[config.mk]
export PLATFORM = sky130hd
export DESIGN_NAME = mw_eeprom
export DESIGN_NICKNAME = d
export VERILOG_FILES = /design/src/rtl/mw_pkg.sv /design/src/rtl/mw_pin_edge.sv /design/src/rtl/mw_prog_timer.sv /design/src/rtl/mw_array.sv /design/src/rtl/mw_ctrl.sv /design/src/rtl/mw_eeprom.sv
export SDC_FILE = /design/constraint.sdc
export NUM_CORES = 2
export LEC_CHECK = 0
export BUFFER_PORTS_ARGS = -buffer_cell sky130_fd_sc_hd__buf_4
export CAP_MARGIN = 30
export CORE_UTILIZATION = 55
export CTS_CLUSTER_SIZE = 28
export DETAILED_ROUTE_END_ITERATION = 16
export PLACE_DENSITY = 0.73
export SETUP_SLACK_MARGIN = 0.3
export SYNTH_ARGS = -nofsm -noshare
export SYNTH_HDL_FRONTEND = slang
export SYNTH_SLANG_ARGS = --single-unit
[constraint.sdc]
create_clock -name clk -period 8.59 [get_ports clk]
set_input_delay 1.718 -clock clk [delete_from_list [all_inputs] [get_ports clk]]
set_output_delay 1.718 -clock clk [all_outputs]
set_load 0.1 [all_outputs]
[src/rtl/mw_pkg.sv]
package mw_pkg;
  typedef enum logic [2:0] {
    ST_IDLE,
    ST_OPC,
    ST_ADDR,
    ST_DATA,
    ST_READ
  } mw_state_e;

  localparam logic [1:0] OP_SPECIAL = 2'b00;
  localparam logic [1:0] OP_WRITE   = 2'b01;
  localparam logic [1:0] OP_READ    = 2'b10;
  localparam logic [1:0] OP_ERASE   = 2'b11;

  localparam logic [1:0] SUB_DISABLE = 2'b00;
  localparam logic [1:0] SUB_WRALL   = 2'b01;
  localparam logic [1:0] SUB_ERALL   = 2'b10;
  localparam logic [1:0] SUB_ENABLE  = 2'b11;
endpackage

[src/rtl/mw_pin_edge.sv]
module mw_pin_edge (
  input  logic clk,
  input  logic rst_n,
  input  logic cs,
  input  logic sclk,
  output logic sclk_rise,
  output logic cs_fall
);
  logic sclk_q;
  logic cs_q;

  always_ff @(posedge clk or negedge rst_n) begin
    if (!rst_n) begin
      sclk_q <= 1'b0;
      cs_q   <= 1'b0;
    end else begin
      sclk_q <= sclk;
      cs_q   <= cs;
    end
  end

  assign sclk_rise = sclk & ~sclk_q;
  assign cs_fall   = cs_q & ~cs;
endmodule

[src/rtl/mw_prog_timer.sv]
module mw_prog_timer #(
  parameter int PROG_CYCLES = 40
) (
  input  logic clk,
  input  logic rst_n,
  input  logic go,
  output logic busy,
  output logic done
);
  localparam int TW = $clog2(PROG_CYCLES + 1);

  logic [TW-1:0] remain;

  always_ff @(posedge clk or negedge rst_n) begin
    if (!rst_n) begin
      remain <= '0;
      busy   <= 1'b0;
      done   <= 1'b0;
    end else begin
      done <= 1'b0;
      if (go && !busy) begin
        busy   <= 1'b1;
        remain <= TW'(PROG_CYCLES - 1);
      end else if (busy) begin
        if (remain == '0) begin
          busy <= 1'b0;
          done <= 1'b1;
        end else begin
          remain <= remain - 1'b1;
        end
      end
    end
  end
endmodule

[src/rtl/mw_array.sv]
module mw_array #(
  parameter int AW16 = 6
) (
  input  logic            clk,
  input  logic            rst_n,
  input  logic            org,
  input  logic [AW16:0]   rd_addr,
  output logic [15:0]     rd_word,
  input  logic            go,
  input  logic            go_all,
  input  logic [AW16:0]   go_addr,
  input  logic [15:0]     go_data,
  input  logic            commit
);
  localparam int AW8    = AW16 + 1;
  localparam int NBYTES = 1 << AW8;

  logic [7:0]     mem [NBYTES];
  logic [AW8-1:0] p_addr;
  logic [15:0]    p_data;
  logic           p_all;
  logic           p_org;

  always_ff @(posedge clk or negedge rst_n) begin
    if (!rst_n) begin
      p_addr <= '0;
      p_data <= '0;
      p_all  <= 1'b0;
      p_org  <= 1'b0;
    end else if (go) begin
      p_addr <= go_addr;
      p_data <= go_data;
      p_all  <= go_all;
      p_org  <= org;
    end
  end

  for (genvar i = 0; i < NBYTES; i++) begin : g_byte
    localparam logic [AW8-1:0] IDX = AW8'(i);
    logic hit;
    logic [7:0] val;
    assign hit = p_all | (p_org ? (IDX[AW8-1:1] == p_addr[AW16-1:0])
                                : (IDX == p_addr));
    assign val = (p_org && IDX[0]) ? p_data[15:8] : p_data[7:0];
    always_ff @(posedge clk or negedge rst_n) begin
      if (!rst_n)
        mem[i] <= 8'h00;
      else if (commit && hit)
        mem[i] <= val;
    end
  end

  always_comb begin
    if (org)
      rd_word = {mem[{rd_addr[AW16-1:0], 1'b1}], mem[{rd_addr[AW16-1:0], 1'b0}]};
    else
      rd_word = {mem[rd_addr], 8'h00};
  end
endmodule

[src/rtl/mw_ctrl.sv]
module mw_ctrl
  import mw_pkg::*;
#(
  parameter int AW16 = 6
) (
  input  logic          clk,
  input  logic          rst_n,
  input  logic          cs,
  input  logic          di,
  input  logic          org,
  input  logic          sclk_rise,
  input  logic          busy,
  input  logic [15:0]   rd_word,
  output logic [AW16:0] rd_addr,
  output logic          go,
  output logic          go_all,
  output logic [AW16:0] go_addr,
  output logic [15:0]   go_data,
  output logic          wen,
  output logic          start,
  output logic          in_read,
  output logic          st_idle,
  output logic          rd_bit
);
  localparam int AW8 = AW16 + 1;

  mw_state_e      st;
  logic [4:0]     cnt;
  logic [1:0]     opc;
  logic [AW8-1:0] addr;
  logic [15:0]    data;
  logic [15:0]    rsh;
  logic [AW8-1:0] na;
  logic [15:0]    nd;
  logic [1:0]     sub;
  logic [4:0]     alen;
  logic [4:0]     dlen;

  assign na   = {addr[AW8-2:0], di};
  assign nd   = {data[14:0], di};
  assign sub  = org ? na[AW16-1 -: 2] : na[AW8-1 -: 2];
  assign alen = org ? 5'(AW16) : 5'(AW8);
  assign dlen = org ? 5'd16 : 5'd8;

  assign rd_addr = na;
  assign start   = (st == ST_IDLE) && cs && sclk_rise && di && !busy;
  assign in_read = (st == ST_READ);
  assign st_idle = (st == ST_IDLE);
  assign rd_bit  = (cnt == 5'd0) ? 1'b0 : rsh[15];
  assign go_addr = addr;
  assign go_data = data;

  always_ff @(posedge clk or negedge rst_n) begin
    if (!rst_n) begin
      st     <= ST_IDLE;
      cnt    <= '0;
      opc    <= '0;
      addr   <= '0;
      data   <= '0;
      rsh    <= '0;
      wen    <= 1'b0;
      go     <= 1'b0;
      go_all <= 1'b0;
    end else begin
      go <= 1'b0;
      if (!cs) begin
        st <= ST_IDLE;
      end else if (sclk_rise) begin
        case (st)
          ST_IDLE: begin
            if (di && !busy) begin
              st   <= ST_OPC;
              cnt  <= '0;
              addr <= '0;
            end
          end
          ST_OPC: begin
            opc <= {opc[0], di};
            if (cnt == 5'd1) begin
              st  <= ST_ADDR;
              cnt <= '0;
            end else begin
              cnt <= cnt + 5'd1;
            end
          end
          ST_ADDR: begin
            addr <= na;
            if (cnt == alen - 5'd1) begin
              cnt <= '0;
              st  <= ST_IDLE;
              case (opc)
                OP_READ: begin
                  st  <= ST_READ;
                  rsh <= rd_word;
                end
                OP_WRITE: st <= ST_DATA;
                OP_ERASE: begin
                  data   <= 16'hFFFF;
                  go_all <= 1'b0;
                  go     <= wen;
                end
                default: begin
                  case (sub)
                    SUB_ENABLE:  wen <= 1'b1;
                    SUB_DISABLE: wen <= 1'b0;
                    SUB_ERALL: begin
                      data   <= 16'hFFFF;
                      go_all <= 1'b1;
                      go     <= wen;
                    end
                    default: st <= ST_DATA;
                  endcase
                end
              endcase
            end else begin
              cnt <= cnt + 5'd1;
            end
          end
          ST_DATA: begin
            data <= nd;
            if (cnt == dlen - 5'd1) begin
              st     <= ST_IDLE;
              cnt    <= '0;
              go_all <= (opc == OP_SPECIAL);
              go     <= wen;
            end else begin
              cnt <= cnt + 5'd1;
            end
          end
          ST_READ: begin
            if (cnt == dlen) begin
              st <= ST_IDLE;
            end else begin
              if (cnt != 5'd0) rsh <= {rsh[14:0], 1'b0};
              cnt <= cnt + 5'd1;
            end
          end
          default: st <= ST_IDLE;
        endcase
      end
    end
  end
endmodule

[src/rtl/mw_eeprom.sv]
module mw_eeprom #(
  parameter int AW16        = 6,
  parameter int PROG_CYCLES = 40
) (
  input  logic clk,
  input  logic rst_n,
  input  logic cs,
  input  logic sclk,
  input  logic di,
  input  logic org,
  output logic dout,
  output logic dout_oe
);
  logic          sclk_rise;
  logic          cs_fall;
  logic [AW16:0] rd_addr;
  logic [15:0]   rd_word;
  logic          go;
  logic          go_all;
  logic [AW16:0] go_addr;
  logic [15:0]   go_data;
  logic          wen;
  logic          start;
  logic          in_read;
  logic          st_idle;
  logic          rd_bit;
  logic          busy;
  logic          done;
  logic          rdy;

  mw_pin_edge u_edge (
    .clk(clk), .rst_n(rst_n), .cs(cs), .sclk(sclk),
    .sclk_rise(sclk_rise), .cs_fall(cs_fall)
  );

  mw_ctrl #(.AW16(AW16)) u_ctrl (
    .clk(clk), .rst_n(rst_n), .cs(cs), .di(di), .org(org),
    .sclk_rise(sclk_rise), .busy(busy), .rd_word(rd_word),
    .rd_addr(rd_addr), .go(go), .go_all(go_all), .go_addr(go_addr),
    .go_data(go_data), .wen(wen), .start(start), .in_read(in_read),
    .st_idle(st_idle), .rd_bit(rd_bit)
  );

  mw_prog_timer #(.PROG_CYCLES(PROG_CYCLES)) u_timer (
    .clk(clk), .rst_n(rst_n), .go(go), .busy(busy), .done(done)
  );

  mw_array #(.AW16(AW16)) u_array (
    .clk(clk), .rst_n(rst_n), .org(org), .rd_addr(rd_addr),
    .rd_word(rd_word), .go(go), .go_all(go_all), .go_addr(go_addr),
    .go_data(go_data), .commit(done)
  );

  always_ff @(posedge clk or negedge rst_n) begin
    if (!rst_n)
      rdy <= 1'b0;
    else if (done)
      rdy <= 1'b1;
    else if (start || cs_fall)
      rdy <= 1'b0;
  end

  assign dout_oe = cs & (in_read | busy | rdy);
  assign dout    = dout_oe & (in_read ? rd_bit : ~busy);
endmodule

* After elaboration in Yosys (flattened, before gate mapping)
Cells that the tools add are included.
** Word-level totals
- Logic and storage cells :: 871
- Register bits after elaboration :: 1112
- Input port bits :: 6
** Operators by class
- Bitwise operators :: 141
- Muxes and demuxes :: 195
- Equality and inequality tests :: 218
- $add $sub $neg :: 4
- Reductions and logical operators :: 163
- Order comparisons :: 3
** Operator list (count)
- $eq 7x7->1 const A :: 64
- $eq 6x7->1 const A :: 32
- $eq 6x6->1 const A :: 32
- $bmux 8 s7 :: 3
- $mux 1 :: 147
- $logic_and 1x1->1 :: 134
- $or 1x1->1 :: 130
- $eq 5x7->1 const A :: 16
- $mux 16 :: 7
- $eq 5x6->1 const A :: 16
- $pmux 16 s2 :: 3
- $eq 4x7->1 const A :: 8
- $mux 8 :: 7
- $eq 4x6->1 const A :: 8
- $mux 5 :: 6
- $eq 3x7->1 const A :: 4
- $pmux 5 s5 :: 1
- $eq 3x6->1 const A :: 4
- $ge 8x8->1 const B :: 3
- $not 7->8 :: 3
- $mux 3 :: 7
- $mux 6 :: 3
- $reduce_and 6->1 :: 3
- $eq 5x5->1 :: 3
- other kinds (41) :: 80

* Logic depth before layout (Yosys ltp)
- Depth after elaboration :: 9
- Mapped depth :: 13
- Depth with buffers taken out :: 9

* Cells and area by module
Synthesis repeated with hierarchy kept, for this count alone.
** Unflattened totals
- Cell total of the unflattened synthesis :: 4691
- Area total of the unflattened synthesis :: 59832.4 um^2
** Modules (own cells, without submodules)
- mw_array :: times used 1, cells each 4358, area each 56391.6 um^2
- mw_ctrl :: times used 1, cells each 286, area each 2900.3 um^2
- mw_prog_timer :: times used 1, cells each 36, area each 396.6 um^2
- mw_pin_edge :: times used 1, cells each 4, area each 77.6 um^2
- mw_eeprom :: times used 1, cells each 7, area each 66.3 um^2

* Least setup slack after synthesis
OpenSTA, ideal clock, no wires.
- Path type :: input to output
- Start point :: input port cs
- End point :: output port dout
- Data arrival time :: 5.588 ns
- Stages on the path :: 3
- Required time :: 6.872 ns
- Path slack :: 1.284 ns
- Path buffers :: 0
- Path through :: inv_1 -> a21oi_1 -> nor3b_1
** Between the ends
- Longest elaborated chain between the ends :: 2
** RTL lines
- start, declared :: RTL line mw_eeprom.sv:7 : input logic cs,
- $and 1x1->1 :: RTL line mw_eeprom.sv:63 : assign dout_oe = cs & (in_read | busy | rdy);
- via dout_oe :: RTL line mw_eeprom.sv:12 : output logic dout_oe
- $and 1x1->1 :: RTL line mw_eeprom.sv:64 : assign dout = dout_oe & (in_read ? rd_bit : ~busy);
- end, declared :: RTL line mw_eeprom.sv:11 : output logic dout,
The timed path passes the listed nets, and every way through them passes these cells.

* Worst setup path in the final report
- Start point :: input port di
- End point :: register u_ctrl.rsh[3]
** Between the ends
- Longest elaborated chain between the ends :: 8
** RTL lines
- start, declared :: RTL line mw_eeprom.sv:9 : input logic di,
- $not 7->8 (not written as such) :: RTL line mw_array.sv:55 : rd_word = {mem[{rd_addr[AW16-1:0], 1'b1}], mem[{rd_addr[AW16-1:0], 1'b0}]};
- $bmux 8 s7 :: RTL line mw_array.sv:55
- $mux 8 (not written as such) (2 in a row) :: RTL line mw_array.sv:55
- $mux 16 :: RTL line mw_array.sv:54 : if (org)
- $mux 16 :: RTL line mw_ctrl.sv:91 : case (opc)
- $mux 16 :: RTL line mw_ctrl.sv:88 : if (cnt == alen - 5'd1) begin
- $pmux 16 s2 :: RTL line mw_ctrl.sv:69 : case (st)
- end signal, assigned :: RTL line mw_ctrl.sv:94 : rsh <= rd_word;
- end signal, assigned :: RTL line mw_ctrl.sv:134 : if (cnt != 5'd0) rsh <= {rsh[14:0], 1'b0};
- end, declared :: RTL line mw_ctrl.sv:32 : logic [15:0] rsh;
No other way between the ends. The select of a mux whose other input is x is not followed.
A chain may end at the register's enable or synchronous reset.

==> results.sh <==
export IMPL_totalNegativeSetupSlack_ns=0
export IMPL_drc_errors=0
export IMPL_async_flop_share=1.00
export IMPL_setup_bufs_post_cts=0
export IMPL_placement_rows=120
export IMPL_power_switching_share=0.229
export IMPL_synth_simple_gate_area_frac=0.0782
export IMPL_postCtsHoldBufs=0
export IMPL_layout_cell_area_non_filler_um2=65100
export IMPL_htree_levels=3
export IMPL_final_hold_viol_count=0
export IMPL_routabilityCongestion=1.06
export IMPL_synth_flop_cell="dfrtp_1"
export IMPL_number_of_standard_cells_after_synthesis=4909
export IMPL_cts_buffer_count=114
export IMPL_crit_required_ns=9.16
export IMPL_start_util=0.556
export IMPL_vdd_drop_max_mv=0.175
export IMPL_power_net_switching_mw=2.59
export IMPL_yosys_area_share_adder=0.00230
export IMPL_comb_power_share=0.044
export IMPL_fp_coreArea_um2=107000
export IMPL_setup_crit_end_kind="register"
export IMPL_library_cells_used_by_synthesis=74
export IMPL_placed_cells_incl_taps=6017
export IMPL_worst_setup_path_start_kind="input pin"
export IMPL_grt_antenna_before_repair=14
export IMPL_max_cap_viol_count=0
export IMPL_gates_resized_cts_repair=0
export IMPL_layout_setup_ws_ns=3.71
export IMPL_report_final_slew_viol_count=0
export IMPL_wl_per_cell_um=31.7
export IMPL_dr_total_vias=44800
export IMPL_register_area_share_after_synthesis=0.466
export IMPL_post_route_cells_drive_above_1_share=0.313
export IMPL_flow_area_growth_from_synthesis_pct=8.99
export IMPL_grt_ovfl_total=0
export IMPL_stdcell_count=6236
export IMPL_max_slew_margin=0.225
export IMPL_grt_util_all_layers=0.361
export IMPL_synth_seq_cells=1112
export IMPL_cts_clk_slew_worst_paths_ns=0.06
export IMPL_holdCritPathClass="register to register"
export IMPL_timing_final_crit_share=0.568
export IMPL_numPortBuffers=7
export IMPL_setup_viol=0
export IMPL_status="complete, no violations"
export IMPL_drt_antenna_violating_nets=0
export IMPL_synth_top_family_by_area="multiplexers"
export IMPL_cellPowerDensity_nw_per_um2=174
export IMPL_share_clk_of_total_power=0.491
export IMPL_drt_wl_total_mm=198
export IMPL_clockRootBuffer="clkbuf_16"
export IMPL_synth_edf_count=0
export IMPL_fmax_ghz=0.205
export IMPL_grt_start_max_net_pins=169
export IMPL_cts_tree="yes"
export IMPL_ios=8
export IMPL_actual_transition_at_the_worst_max_transition_pin_ns=1.15
export IMPL_final_period_minus_worst_setup_slack_ns=4.88
export IMPL_cp_max_fo=67
export IMPL_clock_sinks=1112
export IMPL_dp_hpwl_mm=126
export IMPL_number_of_fill_cells=8145
export IMPL_first_global_vias=43500
export IMPL_rsz0062_at_grt="false"
export IMPL_final_core_util=0.606
export IMPL_firstDrtPassIters=8
export IMPL_syn_area_um2=59700
export IMPL_seq_power_share=0.465
export IMPL_syn_num_nets=4926
export IMPL_die_w_um=332
export IMPL_yosys_warnings=0
export IMPL_xor_xnor_share_of_the_synthesized_area=0.000440
export IMPL_cts_buffer_depth=3
export IMPL_dp_worst_setup_slack_ns=3.03
export IMPL_routed_via_density=7.19
export IMPL_fraction_of_the_mapped_netlist_area_in_compound_gates=0.101
export IMPL_dieHeight_um=332
export IMPL_total_leakage_power_nw=28.2
export IMPL_internal_power_mw=8.72
export IMPL_drt_iter0_markers=6626
export IMPL_critical_path_type="input pin to register"
export IMPL_syn_area_per_cell_um2=12.2
export IMPL_die_area_um2=110000
export IMPL_clk_insertion_delay_late_ns=0.74
export IMPL_cp_data_arrival_time_ns=5.45
export IMPL_placedInstanceArea_um2=60900
export IMPL_yosys_mux_area_fraction=0.314
export IMPL_finClkSkew_ns=0.0435
export IMPL_final_nets=4750
export IMPL_grt_pass1_wl_mm=294
==> cell families (layout without fill, tap and decap cells) <==
family / count (synthesis) / in the layout
mux: 1182 / 1182
flops: 1112 / 1112
simple gates: 1101 / 1101
compound gates: 1037 / 1037
buf+inv: 463 / 384
fa+ha+maj: 11 / 11
xor+xnor: 3 / 3
other cells: 0 / 3
==> flip-flops by register name, indices dropped and copies added, names as in the netlist, 3 cells and up <==
name,flops
u_array.mem,1024
u_array.p_data,16
u_ctrl.go_data,16
u_ctrl.rsh,16
u_array.p_addr,7
u_ctrl.go_addr,7
u_timer.remain,6
u_ctrl.cnt,5
u_ctrl.st,3
==> worst paths after layout <==
path                                   startpoint                 to  slack (ns)  depth (start not counted)
worst max-delay path                           di      u_ctrl.rsh[3]        3.71                          8
worst min-delay path               u_ctrl.rsh[13]     u_ctrl.rsh[13]        0.49                          1
worst max register to register  u_ctrl.go_addr[0]     u_ctrl.rsh[15]        3.89                          9
worst min register to register     u_ctrl.rsh[13]     u_ctrl.rsh[13]        0.49                          1
max in group asynchronous                   rst_n  u_array.p_data[0]        5.83                          3
min in group asynchronous                   rst_n   u_array.mem[983]        1.03                          1
==> placed cells by master, fill, tap and decap left out, drive strengths merged, types with 12 or more instances in the layout <==
master,n
and2,12
mux2i,135
or2,12
nand3,26
mux2,546
clkinv,34
clkbuf,146
nor4,21
nand2b,22
nand2,428
dfrtp,1112
o22ai,99
nor2,440
mux4,501
inv,23
nand4,15
o31ai,16
or3,17
a21oi,371
bufinv,22
a21boi,78
o211ai,17
buf,152
o21ai,361
nor3,51
nor2b,20
==> Yosys cell counts (21+ instances only) <==
| cell | instances | area share |
|---|---|---|
| buf_2 | 94 | 0.0079 |
| nor2_1 | 439 | 0.028 |
| a21boi_2 | 36 | 0.0068 |
| a21boi_1 | 38 | 0.0048 |
| buf_4 | 34 | 0.0043 |
| a21oi_1 | 371 | 0.031 |
| nor4_1 | 21 | 0.0022 |
| nand2_1 | 428 | 0.027 |
| dfrtp_1 | 1112 | 0.47 |
| buf_6 | 33 | 0.0062 |
| o21ai_1 | 22 | 0.0018 |
| o21ai_0 | 339 | 0.028 |
| nor3_1 | 51 | 0.0043 |
| o22ai_1 | 99 | 0.010 |
| nand2b_1 | 22 | 0.0023 |
| nand3_1 | 26 | 0.0022 |
| clkbuf_1 | 255 | 0.016 |
| mux2_2 | 545 | 0.10 |
| buf_1 | 27 | 0.0017 |
| mux2i_1 | 135 | 0.023 |
| mux4_2 | 501 | 0.19 |
==> worst max-delay path, stage by stage <==
cell and delay (ns):
buf_8 0.54, buf_4 0.72, mux4_2 0.64, mux4_2 0.48
nor2_1 0.14, nor2_1 0.11, a221oi_1 0.78, o31ai_1 0.17
==> power by group through the flow <==
stage	logic (mW)	registers (mW)	clock network [mW]
after floorplan	0.304	5.35	0
after global placement	0.489	5.36	0
after detailed placement	0.492	5.36	0
after CTS	0.494	5.26	5.57
after global routing	0.532	5.26	5.78
final	0.497	5.26	5.56
==> through the flow <==
stage / hold WS, ns / power, mW
floorplan: 0.443 / 5.65
global placement: 0.463 / 5.85
detailed placement: 0.464 / 5.85
CTS: 0.478 / 11.3
global route: 0.501 / 11.6
finish: 0.492 / 11.3
==> final cells by class <==
cell class | instances | area (µm²) | area share
Timing Repair Buffer | 152 | 1330 | 0.0204
Clock buffer | 146 | 3250 | 0.0499
Antenna cell | 3 | 7.51 | 0.000115
Inverter | 19 | 76.3 | 0.00117
Sequential cell | 1112 | 27900 | 0.428
Clock inverter | 67 | 936 | 0.0144
Multi-Input combinational cell | 3334 | 29900 | 0.459
Tap cell | 1403 | 1760 | 0.0270
==> layer usage <==
layer | part of all wire | global-route usage
met2 | 0.44 | 0.526
met5 | 0.00059 | 0.00347
met1 | 0.36 | 0.479
met4 | 0.062 | 0.190
met3 | 0.14 | 0.124
Power figures use the tool's default switching activity.
